## src/rtl/vc_pkg.sv

```systemverilog
package vc_pkg;

    typedef enum logic [1:0] {
        CMP_EQ  = 2'd0,
        CMP_NE  = 2'd1,
        CMP_LTU = 2'd2,
        CMP_GEU = 2'd3
    } cmp_mode_e;

    typedef enum logic [1:0] {
        ST_IDLE  = 2'd0,
        ST_BUILD = 2'd1,
        ST_RUN   = 2'd2
    } top_state_e;

    typedef enum logic [1:0] {
        SQ_IDLE    = 2'd0,
        SQ_GATHER  = 2'd1,
        SQ_SCATTER = 2'd2
    } seq_phase_e;

    function automatic logic cmp_hit(input cmp_mode_e mode, input logic [63:0] a,
                                     input logic [63:0] b);
        logic r;
        case (mode)
            CMP_EQ:  r = (a == b);
            CMP_NE:  r = (a != b);
            CMP_LTU: r = (a < b);
            default: r = (a >= b);
        endcase
        return r;
    endfunction

endpackage

```

## src/rtl/vc_mask_cmp.sv

```systemverilog
module vc_mask_cmp #(
    parameter int NUM_ELEM = 8,
    parameter int DATA_W   = 16
) (
    input  vc_pkg::cmp_mode_e         mode,
    input  logic [NUM_ELEM*DATA_W-1:0] vals,
    input  logic [DATA_W-1:0]          ref_val,
    output logic [NUM_ELEM-1:0]        mask
);
    generate
        for (genvar i = 0; i < NUM_ELEM; i++) begin : g_lane
            assign mask[i] = vc_pkg::cmp_hit(mode, 64'(vals[i*DATA_W +: DATA_W]),
                                             64'(ref_val));
        end
    endgenerate
endmodule

```

## src/rtl/vc_index_build.sv

```systemverilog
module vc_index_build #(
    parameter int NUM_ELEM = 8,
    localparam int IDX_W   = (NUM_ELEM > 1) ? $clog2(NUM_ELEM) : 1,
    localparam int CNT_W   = $clog2(NUM_ELEM + 1)
) (
    input  logic                      clk,
    input  logic                      rst,
    input  logic                      load,
    input  logic [NUM_ELEM-1:0]       mask_in,
    output logic [NUM_ELEM*IDX_W-1:0] idx_list,
    output logic [CNT_W-1:0]          count,
    output logic                      ready
);
    logic [NUM_ELEM-1:0] rem_q;
    logic [IDX_W-1:0]    idx_q [NUM_ELEM];
    logic [CNT_W-1:0]    cnt_q;
    logic [IDX_W-1:0]    low_pos;

    // lowest set bit of the remaining mask
    always_comb begin
        low_pos = '0;
        for (int i = NUM_ELEM - 1; i >= 0; i--) begin
            if (rem_q[i]) low_pos = IDX_W'(i);
        end
    end

    always_ff @(posedge clk) begin
        if (rst) begin
            rem_q <= '0;
            cnt_q <= '0;
        end else if (load) begin
            rem_q <= mask_in;
            cnt_q <= '0;
        end else if (rem_q != '0) begin
            rem_q[low_pos] <= 1'b0;
            cnt_q          <= cnt_q + 1'b1;
        end
    end

    always_ff @(posedge clk) begin
        if (!load && rem_q != '0) idx_q[cnt_q[IDX_W-1:0]] <= low_pos;
    end

    generate
        for (genvar k = 0; k < NUM_ELEM; k++) begin : g_out
            assign idx_list[k*IDX_W +: IDX_W] = idx_q[k];
        end
    endgenerate

    assign count = cnt_q;
    assign ready = (rem_q == '0);
endmodule

```

## src/rtl/vc_mem_seq.sv

```systemverilog
module vc_mem_seq #(
    parameter int NUM_ELEM   = 8,
    parameter int DATA_W     = 16,
    parameter int ADDR_W     = 16,
    parameter int ELEM_BYTES = 2,
    localparam int IDX_W     = (NUM_ELEM > 1) ? $clog2(NUM_ELEM) : 1,
    localparam int CNT_W     = $clog2(NUM_ELEM + 1)
) (
    input  logic                      clk,
    input  logic                      rst,
    input  logic                      go,
    input  logic [CNT_W-1:0]          count,
    input  logic [NUM_ELEM*IDX_W-1:0] idx_list,
    input  logic [ADDR_W-1:0]         base,
    input  logic [DATA_W-1:0]         addend,
    input  logic [DATA_W-1:0]         mem_rdata,
    output logic                      mem_req,
    output logic                      mem_we,
    output logic [ADDR_W-1:0]         mem_addr,
    output logic [DATA_W-1:0]         mem_wdata,
    output logic                      finished
);
    import vc_pkg::*;

    seq_phase_e        phase_q;
    logic [CNT_W-1:0]  iss_q, rcv_q, wr_q;
    logic              rd_pipe_q;
    logic              req_q, we_q, fin_q;
    logic [ADDR_W-1:0] addr_q;
    logic [DATA_W-1:0] wdata_q;
    logic [DATA_W-1:0] buf_q [NUM_ELEM];
    logic [IDX_W-1:0]  iss_idx, wr_idx;

    assign iss_idx = idx_list[iss_q[IDX_W-1:0]*IDX_W +: IDX_W];
    assign wr_idx  = idx_list[wr_q[IDX_W-1:0]*IDX_W +: IDX_W];

    function automatic logic [ADDR_W-1:0] elem_addr(input logic [IDX_W-1:0] idx);
        return base + ADDR_W'(idx) * ADDR_W'(ELEM_BYTES);
    endfunction

    always_ff @(posedge clk) begin
        if (rst) begin
            phase_q   <= SQ_IDLE;
            iss_q     <= '0;
            rcv_q     <= '0;
            wr_q      <= '0;
            rd_pipe_q <= 1'b0;
            req_q     <= 1'b0;
            we_q      <= 1'b0;
            fin_q     <= 1'b0;
            addr_q    <= '0;
            wdata_q   <= '0;
        end else begin
            fin_q     <= 1'b0;
            rd_pipe_q <= req_q && !we_q;
            case (phase_q)
                SQ_IDLE: begin
                    req_q <= 1'b0;
                    if (go) begin
                        phase_q <= SQ_GATHER;
                        iss_q   <= '0;
                        rcv_q   <= '0;
                    end
                end
                SQ_GATHER: begin
                    if (rd_pipe_q) rcv_q <= rcv_q + 1'b1;
                    if (iss_q != count) begin
                        req_q  <= 1'b1;
                        we_q   <= 1'b0;
                        addr_q <= elem_addr(iss_idx);
                        iss_q  <= iss_q + 1'b1;
                    end else begin
                        req_q <= 1'b0;
                    end
                    if (rcv_q == count) begin
                        phase_q <= SQ_SCATTER;
                        wr_q    <= '0;
                    end
                end
                SQ_SCATTER: begin
                    if (wr_q != count) begin
                        req_q   <= 1'b1;
                        we_q    <= 1'b1;
                        addr_q  <= elem_addr(wr_idx);
                        wdata_q <= buf_q[wr_q[IDX_W-1:0]];
                        wr_q    <= wr_q + 1'b1;
                    end else begin
                        req_q   <= 1'b0;
                        we_q    <= 1'b0;
                        fin_q   <= 1'b1;
                        phase_q <= SQ_IDLE;
                    end
                end
                default: phase_q <= SQ_IDLE;
            endcase
        end
    end

    // compressed operand buffer, results of the add stage
    always_ff @(posedge clk) begin
        if (phase_q == SQ_GATHER && rd_pipe_q)
            buf_q[rcv_q[IDX_W-1:0]] <= mem_rdata + addend;
    end

    assign mem_req   = req_q;
    assign mem_we    = we_q;
    assign mem_addr  = addr_q;
    assign mem_wdata = wdata_q;
    assign finished  = fin_q;
endmodule

```

## src/rtl/mask_compress_seq.sv

```systemverilog
module mask_compress_seq #(
    parameter int NUM_ELEM   = 8,
    parameter int DATA_W     = 16,
    parameter int ADDR_W     = 16,
    parameter int ELEM_BYTES = 2,
    localparam int IDX_W     = (NUM_ELEM > 1) ? $clog2(NUM_ELEM) : 1,
    localparam int CNT_W     = $clog2(NUM_ELEM + 1)
) (
    input  logic                       clk,
    input  logic                       rst,
    input  logic                       start,
    input  logic [1:0]                 cmp_mode,
    input  logic [NUM_ELEM*DATA_W-1:0] cmp_vals,
    input  logic [DATA_W-1:0]          cmp_ref,
    input  logic [ADDR_W-1:0]          base_addr,
    input  logic [DATA_W-1:0]          addend,
    output logic                       busy,
    output logic                       done,
    output logic                       mem_req,
    output logic                       mem_we,
    output logic [ADDR_W-1:0]          mem_addr,
    output logic [DATA_W-1:0]          mem_wdata,
    input  logic [DATA_W-1:0]          mem_rdata
);
    import vc_pkg::*;

    top_state_e                st_q;
    logic                      done_q;
    logic [ADDR_W-1:0]         base_q;
    logic [DATA_W-1:0]         add_q;
    logic [NUM_ELEM-1:0]       mask;
    logic [NUM_ELEM*IDX_W-1:0] idx_list;
    logic [CNT_W-1:0]          idx_count;
    logic                      ib_ready, ib_load, seq_go, seq_fin;

    vc_mask_cmp #(.NUM_ELEM(NUM_ELEM), .DATA_W(DATA_W)) u_cmp (
        .mode    (cmp_mode_e'(cmp_mode)),
        .vals    (cmp_vals),
        .ref_val (cmp_ref),
        .mask    (mask)
    );

    assign ib_load = (st_q == ST_IDLE) && start;

    vc_index_build #(.NUM_ELEM(NUM_ELEM)) u_idx (
        .clk      (clk),
        .rst      (rst),
        .load     (ib_load),
        .mask_in  (mask),
        .idx_list (idx_list),
        .count    (idx_count),
        .ready    (ib_ready)
    );

    assign seq_go = (st_q == ST_BUILD) && ib_ready && (idx_count != '0);

    vc_mem_seq #(
        .NUM_ELEM(NUM_ELEM), .DATA_W(DATA_W), .ADDR_W(ADDR_W), .ELEM_BYTES(ELEM_BYTES)
    ) u_seq (
        .clk       (clk),
        .rst       (rst),
        .go        (seq_go),
        .count     (idx_count),
        .idx_list  (idx_list),
        .base      (base_q),
        .addend    (add_q),
        .mem_rdata (mem_rdata),
        .mem_req   (mem_req),
        .mem_we    (mem_we),
        .mem_addr  (mem_addr),
        .mem_wdata (mem_wdata),
        .finished  (seq_fin)
    );

    always_ff @(posedge clk) begin
        if (rst) begin
            st_q   <= ST_IDLE;
            done_q <= 1'b0;
            base_q <= '0;
            add_q  <= '0;
        end else begin
            done_q <= 1'b0;
            case (st_q)
                ST_IDLE: begin
                    if (start) begin
                        base_q <= base_addr;
                        add_q  <= addend;
                        st_q   <= ST_BUILD;
                    end
                end
                ST_BUILD: begin
                    if (ib_ready) begin
                        if (idx_count == '0) begin
                            done_q <= 1'b1;
                            st_q   <= ST_IDLE;
                        end else begin
                            st_q <= ST_RUN;
                        end
                    end
                end
                ST_RUN: begin
                    if (seq_fin) begin
                        done_q <= 1'b1;
                        st_q   <= ST_IDLE;
                    end
                end
                default: st_q <= ST_IDLE;
            endcase
        end
    end

    assign busy = (st_q != ST_IDLE);
    assign done = done_q;
endmodule

```

## config.mk

```make
export PLATFORM = sky130hd
export DESIGN_NAME = mask_compress_seq
export DESIGN_NICKNAME = d
export VERILOG_FILES = /design/src/rtl/vc_pkg.sv /design/src/rtl/vc_mask_cmp.sv /design/src/rtl/vc_index_build.sv /design/src/rtl/vc_mem_seq.sv /design/src/rtl/mask_compress_seq.sv
export SDC_FILE = /design/constraint.sdc
export NUM_CORES = 1
export LEC_CHECK = 0
export BUFFER_PORTS_ARGS = -buffer_cell sky130_fd_sc_hd__buf_2
export CAP_MARGIN = 20
export CORE_MARGIN = 4
export CORE_UTILIZATION = 45
export CTS_BUF_LIST = sky130_fd_sc_hd__clkbuf_4 sky130_fd_sc_hd__clkbuf_8 sky130_fd_sc_hd__clkbuf_16
export DETAILED_ROUTE_END_ITERATION = 6
export PLACE_DENSITY = 0.66
export SLEW_MARGIN = 20
export SYNTH_ARGS = -nofsm -noshare
export SYNTH_HDL_FRONTEND = slang
export SYNTH_SLANG_ARGS = --single-unit
```

## constraint.sdc

```tcl
create_clock -name clk -period 4.3 [get_ports clk]
set_clock_uncertainty 0.2 [all_clocks]
set_input_delay 0.215 -clock clk [delete_from_list [all_inputs] [get_ports clk]]
set_output_delay 0.215 -clock clk [all_outputs]
set_load 0.1 [all_outputs]
```

Yosys cells after proc, flatten, opt, wreduce, memory -nomap -nowiden --
Memories as Yosys holds them, arrays and structs flattened. A register that Yosys moved wholly into a read port is not among the register bits. Cells that the tools add are included.
Storage, ports and cells: register bits 81, bits in writable memories 152, bits of input ports 197, memories kept 2
Cells by class: $add $sub $neg 7, $mul 2, magnitude comparators 18, eq/ne operators 34, shift-type cells 2, muxes and demuxes 54, bitwise operators 3, reductions and logical operators 32
Memory list:
- u_seq.buf_q | depth 8, bits a word 16, read ports 1, clocked after Yosys merged registers in 1, write ports 1, RTL line vc_mem_seq.sv:31 | logic [DATA_W-1:0] buf_q [NUM_ELEM];
- u_idx.idx_q | depth 8, bits a word 3, read ports 8, clocked after Yosys merged registers in 0, write ports 1, RTL line vc_index_build.sv:15 | logic [IDX_W-1:0] idx_q [NUM_ELEM];
Operators by type and width (number):
- equality test 16 bit | 8
- greater-or-equal comparator 16 bit | 8
- less-than comparator 16 bit | 8
- inequality test 16 bit | 8
- indexed part select 24 x 6 -> 3 bit | 2
- adder 16 x 4 -> 16 bit | 2
- two-way mux 16 bit | 2
- case mux 16 bit (2 select lines) | 1
- case mux 1 bit (3 select lines) | 9
- two-way mux 3 bit | 8
- case mux 4 bit (2 select lines) | 3
- two-way mux 4 bit | 5
- AND reduction 3 bit | 6
- adder 16 bit | 1
- adder 4 x 1 -> 4 bit, second input constant | 4
- two-way mux 8 bit | 2
- two-way mux 2 bit | 7
- two-way mux 1 bit | 12
- case mux 2 bit (3 select lines) | 2
- multiplier 3 x 2 -> 5 bit, second input constant | 2
- inequality test 2 x 1 -> 1 bit, second input constant | 5
- bitwise AND 8 bit | 1
- zero test 8 bit | 1
- inequality test 2 bit, second input constant | 4
- 20 further kinds | 41

Depth between registers and ports, before layout --
Gate-level depths: netlist (run 1).
word-level depth 16, mapped depth 13

Cells and area by module --
From an unflattened synthesis (run 1), not the netlist that was laid out.
Unflattened totals: cell total of the unflattened synthesis 1302, area total of the unflattened synthesis 14438.8 µm²
By module, submodules not included:
- vc_mem_seq | instances 1, cells an instance 634, area an instance 8554.5 µm²
- vc_mask_cmp | instances 1, cells an instance 397, area an instance 3184.3 µm²
- vc_index_build | instances 1, cells an instance 106, area an instance 1362.6 µm²
- mask_compress_seq | instances 1, cells an instance 165, area an instance 1337.5 µm²

Worst setup path before layout (run 1) --
Ideal clock, no wire load.
kind register -> register, start point register u_seq.phase_q[0], end point register u_seq.addr_q[15], in the netlist u_seq.mem_addr[15], setup time 134 ps, arrival time 3398 ps, required time 3966 ps, setup slack 568 ps, cell stages (with the launch flop) 14, buffers on the path 1, period minus slack after synthesis 3732 ps, cells stage by stage dfxtp_1 -> inv_1 -> ha_1 -> buf_6 -> mux2i_1 -> mux4_2 -> mux2_2 -> ha_1 -> fa_1 -> a21o_1 -> nor2b_1 -> nand4_1 -> xor2_1 -> a211oi_1
Between the ends: longest elaborated chain between the ends 3, elaborated cells on any way between the ends 7
Ends and longest elaborated chain:
- from (decl) | RTL line vc_mem_seq.sv:25 | seq_phase_e phase_q;
- from (signal assigned) | RTL line vc_mem_seq.sv:43 | phase_q <= SQ_IDLE;
- from (signal assigned) | RTL line vc_mem_seq.sv:60 | phase_q <= SQ_GATHER;
- from (signal assigned) | RTL line vc_mem_seq.sv:76 | phase_q <= SQ_SCATTER;
- equality test 2 x 1 -> 1 bit or equality test 2 bit (tied branches) | RTL line vc_mem_seq.sv:56 | case (phase_q)
- inequality test 2 x 1 -> 1 bit (no source line) or nonzero test 2 bit (tied branches)
- AND reduction 3 bit (no source line)
- to (signal assigned) | RTL line vc_mem_seq.sv:70 | addr_q <= elem_addr(iss_idx);
- to (signal assigned) | RTL line vc_mem_seq.sv:84 | addr_q <= elem_addr(wr_idx);
- to (decl) | RTL line vc_mem_seq.sv:29 | logic [ADDR_W-1:0] addr_q;
Parallel ways exist; a longest one is shown, timed or not. A chain may end at the register's enable or synchronous reset.

Worst setup path after layout (run 1) --
Same ends and word-level chain as after synthesis.

==> results of run 1 <==
-- power by group --
group / leakage, nW / switching, mW / internal (mW)
logic: 4.30 / 1.34 / 0.591
clock network: 0.468 / 0.895 / 1.45
registers: 2.16 / 0.0936 / 2.75
-- placed cells by master (no fill, tap or decap), types with 7 or more instances in the layout --
master and n:
nor2_1 72, edfxtp_1 152, buf_4 10, a211oi_1 38
nand3_1 27, and3_1 12, xor2_1 23, a21oi_1 102
clkbuf_16 28, ha_1 159, nor3_1 17, nor2b_1 14
mux2i_1 29, xnor2_1 19, o211ai_1 12, nand4_1 25
buf_2 231, inv_1 55, nor4_1 7, mux4_2 36
dfxtp_1 96, dlygate4sd3_1 51, nand2_1 109, o21ai_0 25
a21o_1 27
-- per-stage QoR --
step | cells | power [mW] | hold WS, ns | setup WS [ns] | cell area (um2)
floorplan | 1225 | 4.339 | 0.1510 | 0.5676 | 13960
finish | 1915 | 7.127 | 0.03051 | 0.5161 | 16950
detailed placement | 1814 | 4.790 | 0.2545 | 0.5115 | 15490
global route | 1915 | 7.501 | 0.06973 | 0.2695 | 16950
CTS | 1913 | 7.177 | 0.001191 | 0.4793 | 16930
global placement | 1814 | 4.758 | 0.2401 | 0.6288 | 15490
-- worst max-delay path: cells and delay by family, from the launching register on --
| family | cells | cell delay, ns |
|---|---|---|
| DFF | 1 | 0.33 |
| buffers and inverters | 1 | 0.11 |
| muxes | 3 | 1.23 |
| and+or+nand+nor | 2 | 0.31 |
| xor gates and xnor gates | 1 | 0.15 |
| adders and majority gates | 3 | 0.99 |
| AOI/OAI and AO/OA | 2 | 0.29 |
-- cell usage after synthesis (all sizes together), types with 6 or more instances --
cell type / n
nand2b: 6
nand4: 26
buf: 24
nor2b: 15
nand3: 28
o21ai: 28
and3: 12
nor2: 78
nand2: 111
nor3: 20
o211ai: 12
dfxtp: 97
inv: 55
nor4: 10
xnor2: 19
xor2: 24
or3: 6
mux4: 38
clkbuf: 24
ha: 159
a211oi: 38
a21oi: 103
edfxtp: 152
a31oi: 6
o31ai: 6
mux2i: 29
a21o: 27
-- metal layers --
metal,part of all wire,vias to the layer above,GRT usage
met5,0.0014,-,0
met4,0.029,8,0.06004
met3,0.068,71,0.04164
met2,0.48,335,0.3561
met1,0.43,5008,0.2823
li1,-,5209,-
-- cells by family (layout without fill, tap and decap cells) --
logic type / after synthesis / in the layout / share of synthesized area
and+or+nand+nor: 336 / 336 / 0.1202
AOI/OAI and AO/OA: 263 / 263 / 0.1238
DFF: 249 / 249 / 0.4662
adders and majority gates: 161 / 161 / 0.1454
buffers and inverters: 103 / 395 / 0.03174
muxes: 70 / 70 / 0.08508
xor gates and xnor gates: 43 / 43 / 0.02752
other: 0 / 2 / 0
-- registers in the layout, indices dropped and copies added (netlist names) --
register         count
u_seq.mem_addr      16
u_seq.phase_q        2
u_seq.mem_req        1
done                 1
u_seq.rd_pipe_q      1
u_idx.rem_q          8
u_idx.idx_q         24
u_idx.count          4
add_q               16
u_seq.finished       1
st_q                 2
base_q              16
u_seq.iss_q          4
u_seq.rcv_q          4
u_seq.buf_q        128
u_seq.mem_wdata     16
u_seq.wr_q           4
u_seq.mem_we         1
-- cell type report --
type,instances,area (um2),share of cell area
multi-input cells,873,7062,0.4166
repair buffers,292,1742,0.1028
clock buffers,40,828.3,0.04887
diodes,2,5.005,0.0002953
clock inverters,8,103.9,0.006127
inverters,55,206.4,0.01218
well taps,396,495.5,0.02923
flip-flops and latches,249,6507,0.3839
-- final timing paths --
path / endpoint / slack, ns
setup / recovery: u_seq.mem_addr[15]$_SDFFE_PP0P_ / 0.52
hold / removal: u_idx.rem_q[7]$_SDFFE_PP0P_ / 0.03
setup reg to reg: u_seq.mem_addr[15]$_SDFFE_PP0P_ / 0.52
hold reg to reg: u_seq.mem_req$_SDFFE_PP0P_ / 0.26
==> results.toml, run 1 <==
[outcome]
outcome = "finished clean"

[clock_tree]
cts_buffers = 26
clk_path_buf_depth = 3
cts_tree = "built"
root_buffer = "clkbuf_16"
ctsHoldBuffers = 51
ctsResizeCount = 0
post_cts_buffers = 0
clkLatencyLatePin_ns = 0.53
cts.sinks = 249
path_clk_slew_ns = 0.06
htree_num_levels = 1

[detailed_routing]
wire_per_inst_um = 18.85
vias = 10630
avgViaCountPerCell = 5.551
drc = 0
drtIter0Drc = 573
finalWirelength_mm = 36.10
dr.pass1.iters = 5
ant_nets = 0

[synthesis]
synth.avg_cell_area_um2 = 11.39
ys_top_cells_by_area = "edfxtp_1 33%, ha_1 14%, dfxtp_1 14%, mux4_2 5.8%, a21oi_1 3.7%"
synth-edff-count = 152
synth_area_um2 = 13960
yosysTopAreaCell = "edfxtp_1"
async_reset_ff_frac = 0
synth_nets = 1583
ys_ff_latch = 249
syn_inst = 1225
yosysSeqAreaShare = 0.4662
synth_largest_type_area_fraction = 0.3271
ys_warn_count = 0
synthFlopType = "edfxtp_1"
ys_types = 74

[worst_setup_path]
end_kind = "register"
cp.required_ns = 4.46
worstPathMaxFanout = 7
crit_top_cell = "ha_1"
slowest_delay_ns = 0.56
timing.rr.start = "u_seq.phase_q[0]$_SDFFE_PP0P_"
slowest_stage = "mux2i_1"
startpoint = "u_seq.phase_q[0]$_SDFFE_PP0P_"
reg2reg_depth = 12
crit_path_start_kind = "register"
cp.arrival_ns = 3.94
worst-setup-path-type = "register to register"
cp_cell_sequence = "inv_1, ha_1, mux2i_1, mux4_2, mux2_2, ha_1, fa_1, a21o_1, nor2b_1, nand4_1, xor2_1, a211oi_1"

[power]
power_leakage_nw = 6.935
p_per_area_nw_per_um2 = 420.4
peakVddDrop_mv = 0.2534

[timing]
slew-limit-headroom = 0.2864
slew_viol_final = 0
period_needed_ns = 3.784
fin_tns_setup_ns = 0
fmax_mhz = 264.3
hold_viol = 0
worstMarginPinSlew_ns = 1.069
rsz0062_at_grt = "no"
setup_viol = 0
finalCritPeriodShare = 0.8800

[floorplanning]
core_area_um2 = 30590
die_h_um = 184.1
die_x_um = 184.1
rows = 64
initial_core_util = 0.4562
die-area_um2 = 33890
io_pins = 233

[global_route]
grt_usage = 0.2123
antenna_found_initial = 6
grt_max_degree = 70
grt_pass1_vias = 10710
grt_overflow = 0
grt_pass1_wl_mm = 57.33

[place]
hpwlAfterDp_mm = 26.74
gp_congestion = 0.9091
io_buffers = 232

[finish]
finalNetCount = 1855
fill_cells = 2659
post-route-util = 0.5541
area_growth_pct = 21.45
drive_above_1_share = 0.2340

[min_path]
hold_depth = 4
holdCritStartpoint = "cmp_mode[1]"
hp-class = "primary input to register"

[run]
maxCapViolCount = 0
No activity file was read; power rests on OpenSTA's default activity.
==> run 2: changes to the inputs <==
PLACE_DENSITY = 0.69   (was 0.66)
clock period = 3.3 ns   (was 4.3 ns; I/O delays follow)
==> run 2 against run 1 <==
  * Critical path type unchanged
  * Flip-flop and latch count unchanged
  * Die area unchanged
  * Total power up 31%
  * Sequential power up 30%
  * First-iteration DRC count down 1.9%
  * Register-to-register slack worse by 0.46 ns
  * Sequential share of layout area down 0.56 points
  * Utilization up 0.83 points
  * Clock power up 28%
  * Via count up 1.6%
  * Critical endpoint unchanged
  * Combinational power up 36%
==> results.toml, run 2 (same netlist as run 1, synthesis figures left out) <==
[outcome]
outcome = "finished clean"

[global_route]
grt_overflow = 0
grt_max_degree = 57
antenna_found_initial = 2
grt_usage = 0.2092
grt_pass1_wl_mm = 57.24
grt_pass1_vias = 11130

[timing]
fmax_mhz = 308.5
worstMarginPinSlew_ns = 0.9407
finalWorstSetupSlack_ns = 0.05881
fin_tns_setup_ns = 0
hold_viol = 0
slew-limit-headroom = 0.3728
finalCritPeriodShare = 0.9822
rsz0062_at_grt = "yes"
slew_viol_final = 0
setup_viol = 0
period_needed_ns = 3.241

[place]
gp_congestion = 0.9176
io_buffers = 232
hpwlAfterDp_mm = 26.69
place_ws_ns = -0.06444

[worst_setup_path]
r2r_slack_ns = 0.06
reg2reg_depth = 13
crit_path_start_kind = "register"
worst-setup-path-type = "register to register"
worstPathMaxFanout = 6
end_kind = "register"
cp.arrival_ns = 3.41
timing.rr.start = "u_seq.phase_q[0]$_SDFFE_PP0P_"
path_buf_inv = 2
cp_cell_sequence = "inv_2, ha_4, mux2i_4, buf_12, mux4_2, mux2_4, ha_4, fa_2, a21o_1, nor2b_4, nand4_1, xor2_1, a211oi_1"
slowest_delay_ns = 0.49
r2r-end = "u_seq.mem_addr[15]$_SDFFE_PP0P_"
crit_top_cell = "ha_4"
cp.required_ns = 3.47
crit_family = "multiplexers"
slowest_stage = "mux4_2"

[finish]
largest_register_ffs = 128
drive_above_1_share = 0.2506
ff_latch_area_um2 = 6509
antennaDiodeCount = 0
area_growth_pct = 23.27
multi_input_area_um2 = 7103
post-route-util = 0.5624
finalNetCount = 1886
final_common_cell = "buf_2"
fill_cells = 2613
final_cell_mix = "231 x buf_2, 156 x ha_1, 152 x edfxtp_1"

[detailed_routing]
wire_per_inst_um = 18.67
vias = 10800
dr.pass1.iters = 5
ant_nets = 0
drc = 0
avgViaCountPerCell = 5.553
drtIter0Drc = 562
finalWirelength_mm = 36.29

[run]
maxCapViolCount = 0

[min_path]
whs_endpoint = "u_seq.buf_q[3][15]$_DFFE_PP_"
holdCritStartpoint = "mem_rdata[15]"
hp-class = "primary input to register"
hold_depth = 4

[clock_tree]
path_clk_slew_ns = 0.06
htree_num_levels = 1
cts.sinks = 249
root_buffer = "clkbuf_16"
cts_buffers = 26
clkLatencyLatePin_ns = 0.53
clk_path_buf_depth = 3
cts_tree = "built"

[floorplanning]
rows = 64
initial_core_util = 0.4562
io_pins = 233
die-area_um2 = 33890
die_x_um = 184.1
die_h_um = 184.1
core_area_um2 = 30590

[power]
power_leakage_nw = 7.074
peakVddDrop_mv = 0.3739
p_per_area_nw_per_um2 = 542.7
[run 2: report_power, final]
part           total, mW  internal [mW]  leakage (nW)  switching [mW]
sequential          3.71           3.59          2.16           0.122
clock               2.99           1.80         0.438            1.18
combinational       2.64          0.852          4.47            1.79
[run 2: worst reg2reg max path: stages, from the launching register on]
cell	delay (ns)
dfxtp_2	0.32
inv_2	0.07
ha_4	0.16
mux2i_4	0.24
buf_12	0.14
mux4_2	0.49
mux2_4	0.28
ha_4	0.16
fa_2	0.33
a21o_1	0.21
nor2b_4	0.16
nand4_1	0.10
xor2_1	0.14
a211oi_1	0.08
[run 2: worst max-delay path by stage]
| stage | to | slack (ns) | startpoint | cells after the start |
|---|---|---|---|---|
| floorplan | u_seq.mem_addr[11]$_SDFFE_PP0P_ | 0.004 | u_seq.phase_q[0]$_SDFFE_PP0P_ | 13 |
| global placement | u_seq.mem_addr[11]$_SDFFE_PP0P_ | 0.009 | u_seq.phase_q[0]$_SDFFE_PP0P_ | 12 |
| detailed placement | u_seq.mem_addr[9]$_SDFFE_PP0P_ | -0.06 | u_seq.phase_q[0]$_SDFFE_PP0P_ | 12 |
| CTS | u_seq.mem_addr[9]$_SDFFE_PP0P_ | 0.02 | u_seq.phase_q[0]$_SDFFE_PP0P_ | 13 |
| global route | u_seq.mem_addr[12]$_SDFFE_PP0P_ | -0.09 | u_seq.phase_q[0]$_SDFFE_PP0P_ | 13 |
| finish | u_seq.mem_addr[15]$_SDFFE_PP0P_ | 0.06 | u_seq.phase_q[0]$_SDFFE_PP0P_ | 13 |
[run 2: metal layers]
| layer | routed length (um) | GRT usage | vias to the layer above |
|---|---|---|---|
| li1 | - | - | 5256 |
| met1 | 14770 | 0.2618 | 5107 |
| met2 | 17700 | 0.3614 | 353 |
| met3 | 2674 | 0.04677 | 76 |
| met4 | 1111 | 0.06714 | 4 |
| met5 | 32 | 0 | - |
[run 2: layout make-up]
type | count | share of cell area
flip-flops and latches | 249 | 0.3783
inverters | 55 | 0.01200
clock inverters | 14 | 0.009818
repair buffers | 323 | 0.1158
multi-input cells | 873 | 0.4129
clock buffers | 34 | 0.04240
well taps | 396 | 0.02880
[run 2: timing repair]
item / CTS / global route
pin swaps: 0 / 8
resized for setup: 1 / 6
setup endpoints to repair: 10 / 10
hold buffers: 53 / 0
setup buffers: 1 / 1
endpoints found under the hold margin: 56 / 0
[run 2: per-stage QoR]
stage	hold WS, ns	std cells	total power [mW]	cell area (um2)
after global placement	0.2088	1841	6.270	15710
after global routing	0.08226	1944	9.798	17200
after floorplan	0.1010	1225	5.667	14000
after CTS	0.03728	1943	9.394	17170
after detailed placement	0.2155	1841	6.329	15710
final	0.04844	1944	9.336	17200
